### src/rtl/fine_phase_pkg.sv
package fine_phase_pkg;

  // Strobes from control to datapath: apply one step now, in this direction.
  typedef struct packed {
    logic commit;
    logic up;
  } step_strobe_t;

endpackage

### src/rtl/fine_phase_ctrl.sv
module fine_phase_ctrl
  import fine_phase_pkg::*;
#(
  parameter int LATENCY = 12,
  parameter int SETTLE  = 16
) (
  input  logic         clk,
  input  logic         rst,
  input  logic         stepReq,
  input  logic         stepUp,
  output logic         lockOk,
  output logic         busy,
  output logic         stepDone,
  output step_strobe_t strobe
);

  localparam int LAT_W = $clog2(LATENCY + 1);
  localparam int SET_W = $clog2(SETTLE + 1);
  localparam logic [LAT_W-1:0] LAT_LAST = LAT_W'(LATENCY - 1);
  localparam logic [SET_W-1:0] SET_LAST = SET_W'(SETTLE - 1);

  logic [SET_W-1:0] settleCnt;
  logic [LAT_W-1:0] latCnt;
  logic             dirReg;
  logic             accept;
  logic             commitNow;

  // Lock settling: count cycles since reset release, then latch lock.
  always_ff @(posedge clk) begin
    if (rst) begin
      settleCnt <= '0;
      lockOk    <= 1'b0;
    end else if (!lockOk) begin
      settleCnt <= settleCnt + 1'b1;
      if (settleCnt == SET_LAST) lockOk <= 1'b1;
    end
  end

  // A request is only taken when locked and idle.
  assign accept    = stepReq && lockOk && !busy;
  // Last pending cycle before done: apply the step at this edge.
  assign commitNow = busy && (latCnt == LAT_LAST);

  always_ff @(posedge clk) begin
    if (rst) begin
      busy     <= 1'b0;
      latCnt   <= '0;
      dirReg   <= 1'b0;
      stepDone <= 1'b0;
    end else begin
      stepDone <= commitNow;
      if (accept) begin
        busy   <= 1'b1;
        latCnt <= LAT_W'(1);
        dirReg <= stepUp;
      end else if (stepDone) begin
        busy   <= 1'b0;
        latCnt <= '0;
      end else if (busy) begin
        latCnt <= latCnt + 1'b1;
      end
    end
  end

  always_comb begin
    strobe.commit = commitNow;
    strobe.up     = dirReg;
  end

endmodule

### src/rtl/fine_phase_dp.sv
module fine_phase_dp
  import fine_phase_pkg::*;
#(
  parameter int CNT_W   = 11,
  parameter int STEP_PS = 18,
  parameter int PS_W    = 16
) (
  input  logic                    clk,
  input  logic                    rst,
  input  step_strobe_t            strobe,
  output logic signed [CNT_W-1:0] stepCount,
  output logic signed [PS_W-1:0]  offsetPs
);

  localparam logic signed [CNT_W-1:0] CNT_MAX = {1'b0, {(CNT_W-1){1'b1}}};
  localparam logic signed [CNT_W-1:0] CNT_MIN = {1'b1, {(CNT_W-1){1'b0}}};
  localparam logic signed [PS_W-1:0]  UNIT_PS = PS_W'(STEP_PS);

  logic signed [PS_W-1:0] wideCount;

  // Saturating step accumulator, updated only on the commit strobe.
  always_ff @(posedge clk) begin
    if (rst) begin
      stepCount <= '0;
    end else if (strobe.commit) begin
      if (strobe.up && stepCount != CNT_MAX)
        stepCount <= stepCount + CNT_W'(1);
      else if (!strobe.up && stepCount != CNT_MIN)
        stepCount <= stepCount - CNT_W'(1);
    end
  end

  // Sign-extend and scale to picoseconds.
  always_comb begin
    wideCount = {{(PS_W-CNT_W){stepCount[CNT_W-1]}}, stepCount};
    offsetPs  = wideCount * UNIT_PS;
  end

endmodule

### src/rtl/fine_phase_port.sv
module fine_phase_port
  import fine_phase_pkg::*;
#(
  parameter int LATENCY = 12,
  parameter int SETTLE  = 16,
  parameter int CNT_W   = 11,
  parameter int STEP_PS = 18,
  parameter int PS_W    = CNT_W + $clog2(STEP_PS)
) (
  input  logic                    clk,
  input  logic                    rst,
  input  logic                    stepReq,
  input  logic                    stepUp,
  output logic                    stepDone,
  output logic                    lockOk,
  output logic                    busy,
  output logic signed [CNT_W-1:0] stepCount,
  output logic signed [PS_W-1:0]  offsetPs
);

  step_strobe_t strobe;

  fine_phase_ctrl #(
    .LATENCY(LATENCY),
    .SETTLE (SETTLE)
  ) u_ctrl (
    .clk     (clk),
    .rst     (rst),
    .stepReq (stepReq),
    .stepUp  (stepUp),
    .lockOk  (lockOk),
    .busy    (busy),
    .stepDone(stepDone),
    .strobe  (strobe)
  );

  fine_phase_dp #(
    .CNT_W  (CNT_W),
    .STEP_PS(STEP_PS),
    .PS_W   (PS_W)
  ) u_dp (
    .clk      (clk),
    .rst      (rst),
    .strobe   (strobe),
    .stepCount(stepCount),
    .offsetPs (offsetPs)
  );

endmodule

### config.mk
export PLATFORM = sky130hd
export DESIGN_NAME = fine_phase_port
export DESIGN_NICKNAME = d
export VERILOG_FILES = /design/src/rtl/fine_phase_pkg.sv /design/src/rtl/fine_phase_ctrl.sv /design/src/rtl/fine_phase_dp.sv /design/src/rtl/fine_phase_port.sv
export SDC_FILE = /design/constraint.sdc
export NUM_CORES = 1
export LEC_CHECK = 0
export BUFFER_PORTS_ARGS = -buffer_cell sky130_fd_sc_hd__buf_2
export CORE_UTILIZATION = 51
export CTS_BUF_LIST = sky130_fd_sc_hd__clkbuf_16
export CTS_CLUSTER_DIAMETER = 120
export DETAILED_ROUTE_END_ITERATION = 6
export PLACE_DENSITY = 0.76
export SLEW_MARGIN = 20
export SYNTH_ARGS = -nofsm -noshare
export SYNTH_HDL_FRONTEND = slang
export SYNTH_SLANG_ARGS = --single-unit
export TNS_END_PERCENT = 50
### constraint.sdc
create_clock -name clk -period 2.7 [get_ports clk]
set_clock_uncertainty 0.05 [all_clocks]
set_input_delay 0.675 -clock clk [delete_from_list [all_inputs] [get_ports clk]]
set_output_delay 0.675 -clock clk [all_outputs]
set_load 0.05 [all_outputs]
Yosys cells after proc, flatten, opt, wreduce, memory -nomap -nowiden:

Index checks and enable logic that the tools add are counted.

* flip-flop bits (word level): 24
* bits of input ports: 4

* $add $sub $neg: 4
* multipliers: 1
* equal/unequal tests: 4
* multiplexer cells: 9
* reductions and logical operators: 12

Operators with widths (number)
* 2-to-1 mux 11 bit: 2
* inequality test 11 bit (second input constant): 2
* multiplier 11 x 5 -> 15 bit (second input constant): 1
* adder 11 x 2 -> 11 bit (second input constant): 1
* subtractor 11 x 2 -> 11 bit (second input constant): 1
* 2-to-1 mux 1 bit: 7
* adder 5 x 1 -> 5 bit (second input constant): 1
* equality test 5 x 4 -> 1 bit (second input constant): 1
* logical AND 1 bit: 5
* adder 4 x 1 -> 4 bit (second input constant): 1
* equality test 4 bit (second input constant): 1
* nonzero test 2 bit: 2
* nonzero test 3 bit: 1
* OR reduction 3 bit: 1
* logical NOT 1 bit: 2
* AND reduction 2 bit: 1

Depth between registers and ports, before layout:

* depth in word-level cells: 4
* mapped depth: 11
* depth with buffers taken out: 10

By module:

A second synthesis with hierarchy kept.

* cells, all modules: 228
* area total of the unflattened synthesis: 1996.9 µm²

Modules (own cells, without submodules)
* fine_phase_dp: times used 1, cells an instance 168, area an instance 1437.6 µm²
* fine_phase_ctrl: times used 1, cells an instance 60, area an instance 559.3 µm²

Least setup slack after synthesis:

OpenSTA, ideal clock, no wires.

* path type: register -> output
* start: reg u_dp.stepCount[0]
* end: out offsetPs[15]
* arrival: 3029 ps
* required time: 1975 ps
* path slack: -1054 ps
* stages on the path, launching flop included: 11
* path buffers: 0
* cells stage by stage: dfxtp_1 > ha_1 > ha_1 > inv_1 > fa_1 > nor2b_1 > o21a_1 > o21ai_0 > a21oi_1 > o21ai_0 > xnor2_1

* word-level cells in the longest chain between the ends: 1

RTL lines
* start, declared: RTL line fine_phase_dp.sv:11 `output logic signed [CNT_W-1:0] stepCount,`
* start signal, assigned: RTL line fine_phase_dp.sv:27 `stepCount <= stepCount + CNT_W'(1);`
* start signal, assigned: RTL line fine_phase_dp.sv:29 `stepCount <= stepCount - CNT_W'(1);`
* multiplier 11 x 5 -> 15 bit: RTL line fine_phase_dp.sv:36 `offsetPs = wideCount * UNIT_PS;`
* end, declared: RTL line fine_phase_port.sv:18 `output logic signed [PS_W-1:0] offsetPs`

No other way between the ends.

Final worst setup path:

* start: reg u_dp.stepCount[1]
* end: out offsetPs[15]

Same word-level chain as after synthesis.

==> flow_summary.ini <==
[yosys]
synth_top_family_by_area = simple AND/OR/NAND/NOR gates
seq_area_frac_synth = 0.2418
ys_types = 44
yosys.area_share.simple = 0.2173
yosysTopAreaCellShare = 0.2418
yosys.area_share.adder = 0.2154
avgSynthCellArea_um2 = 8.384
synthXorXnorAreaFrac = 0.07935
synth-async-reset-ratio = 0
synth_fp_nets = 274
synth_area_um2 = 1987
synth_edf_count = 0
synth-main-ff-cell = dfxtp_1
synth_compound_area_frac = 0.1606
yosysTopAreaCell = dfxtp_1
synth_commonest_cells = nor2_1 (32), ha_1 (31), dfxtp_1 (24), a21oi_1 (20), nand2_1 (14)
synth.area.top_cells = dfxtp_1 (24%), ha_1 (20%), nor2_1 (6.0%), xnor2_1 (5.7%), a21oi_1 (5.0%)
synth_seq_cells = 24
syn_inst = 237
yosys_warnings = 0
synth_most_common_cell = nor2_1
synthMuxAreaShare = 0.03023

[finish]
syn2layout_area_growth_pct = 66.44
antenna_cells = 0
seq_area_um2 = 521.8
final_layout_size_suffix_gt1_frac = 0.5340
multi_input_area_um2 = 1897
final_cell_area_um2 = 3307
layout.nets = 362
final_util = 0.8965
fillers = 135

[die]
row_count = 22
top_level_ports = 34
dieArea_um2 = 4149
core_area_um2 = 3689
initial_core_util = 0.5387
die_h_um = 64.42
die_x_um = 64.42

[route]
postRouteAntennaNets = 0
drt_iter0_markers = 184
first_pass_iters = 5
vias_per_cell = 6.207
vias = 2309
drc = 0
wl_per_cell_um = 21.76
drt_wl_total_um = 8095

[clock_tree]
cts-root-buf = clkbuf_16
clk_latency_ns = 0.26
cts_htree_levels = 1
clockBufferDepth = 2
cts_buffers = 3
clkTransAtPathRegs_ns = 0.06
clkSinkCount = 24
cts_tree = yes
cts_hold_buf = 0

[global_routing]
overflow = 0
grt_first_pass_wirelength_um = 10540
grt_usage = 0.3358
grt_pass1_vias = 2127
grt_max_degree = 24
antenna_found_initial = 0

[sta]
min_period_ns = 3.205
fin_crit_sh = 1.187
finalHoldViolations = 0
rsz0062_at_grt = yes
slew_violations = 0
fin_tns_setup_ns = -3.682
timing.fmax_mhz = 312.1
setup_ws_ns = -0.5046
finalSetupViolations = 13

[power_and_ir_drop]
power_density_nw_per_um2 = 230.5
power.total_mw = 0.7622
p_leak_nw = 1.496
peakVddDrop_mv = 0.3175

[status]
violations = negative setup slack
outcome = complete, but fails checks

[setup_path]
cp.arrival_ns = 2.48
critPathKind = flip-flop to primary output
cp.required_ns = 1.98
end_kind = primary output
crit_path_start_kind = flip-flop
cp_max_fo = 3

[placement]
port_buffers = 32
place.gp.congestion = 0.8076
dp_hpwl_um = 4026
place_ws_ns = -0.2654
placed_area_um2 = 2840

[run]
cap_violations = 0

[hold_path]
hp-class = flip-flop to flip-flop
## final timing paths
check / from / endpoint / slack (ns) / depth (start not counted)
setup / recovery: u_dp.stepCount[1] / offsetPs[15] / -0.50 / 11
hold / removal: u_ctrl.settleCnt[4] / u_ctrl.settleCnt[4] / 0.44 / 2
setup reg to reg: u_dp.stepCount[1] / u_dp.stepCount[10] / -0.29 / 11
hold reg to reg: u_ctrl.settleCnt[4] / u_ctrl.settleCnt[4] / 0.44 / 2
## routing by layer
metal / global-route usage / vias to the layer above / wire (um)
met5: 0 / - / 0
met4: 0.1389 / 0 / 560
met3: 0.03521 / 54 / 496
met2: 0.6289 / 141 / 3982
met1: 0.3829 / 1085 / 3055
li1: - / 1029 / -
## area by class of cell
type,count,share of cell area
multi-input cells,195,0.5736
repair buffers,93,0.2096
flip-flops and latches,24,0.1578
clock buffers,4,0.03027
well taps,48,0.01816
inverters,8,0.01059
## power by group
part	internal [mW]	switching (mW)	leakage, nW	total (mW)
combinational	0.00675	0.0139	1.24	0.0207
sequential	0.347	0.00355	0.203	0.350
clock	0.258	0.133	0.0493	0.391
## critical path: stages, from the launching register on
cell     delay, ns
dfxtp_4       0.36
ha_4          0.25
ha_4          0.16
inv_2         0.06
fa_2          0.21
nor2b_2       0.05
o21a_1        0.20
o21ai_2       0.22
a21oi_2       0.09
o21ai_2       0.27
xnor2_4       0.17
buf_6         0.18
## sequential cells by signal, indices dropped and copies added (netlist names)
register	flops
u_ctrl.busy	1
u_dp.stepCount	11
u_ctrl.settleCnt	5
u_ctrl.stepDone	1
u_ctrl.dirReg	1
u_ctrl.lockOk	1
u_ctrl.latCnt	4
## metrics by stage
stage / std cells / hold slack (ns)
finish: 372 / 0.4412
global route: 372 / 0.4590
detailed placement: 356 / 0.4260
CTS: 367 / 0.4413
global placement: 356 / 0.4174
floorplan: 237 / 0.4044
## what timing repair did
item,CTS,global route
setup buffers,8,7
gates resized for setup,32,33
endpoints found under the hold margin,0,0
setup endpoints to repair,10,15
pin swaps,21,13
## cell usage in the layout, fill, tap and decap left out, drive strengths merged, types with 2 or more instances in the layout
master and count:
nor2b 6, nor2 32, a31o 2, o21bai 2, buf 93, nand3 5, nand4 3, a211oi 3
mux2i 3, o21ai 13, nand4b 3, a21oi 21, a21o 4, xor2 5, a31oi 4, dfxtp 24
or3 3, xnor2 13, and3 3, inv 8, fa 2, clkbuf 4, nand2b 3, nor4 4
nand2 14, mux2 2, ha 31, nor3 5
## cells by family after synthesis
family / after synthesis
other: 1
AO/OA/AOI/OAI: 52
adder cells (fa/ha/maj): 33
AND/OR/NAND/NOR: 86
flip-flops: 24
XOR/XNOR: 18
multiplexers: 5
buffers and inverters: 18
(Power assumes the default switching activity.)
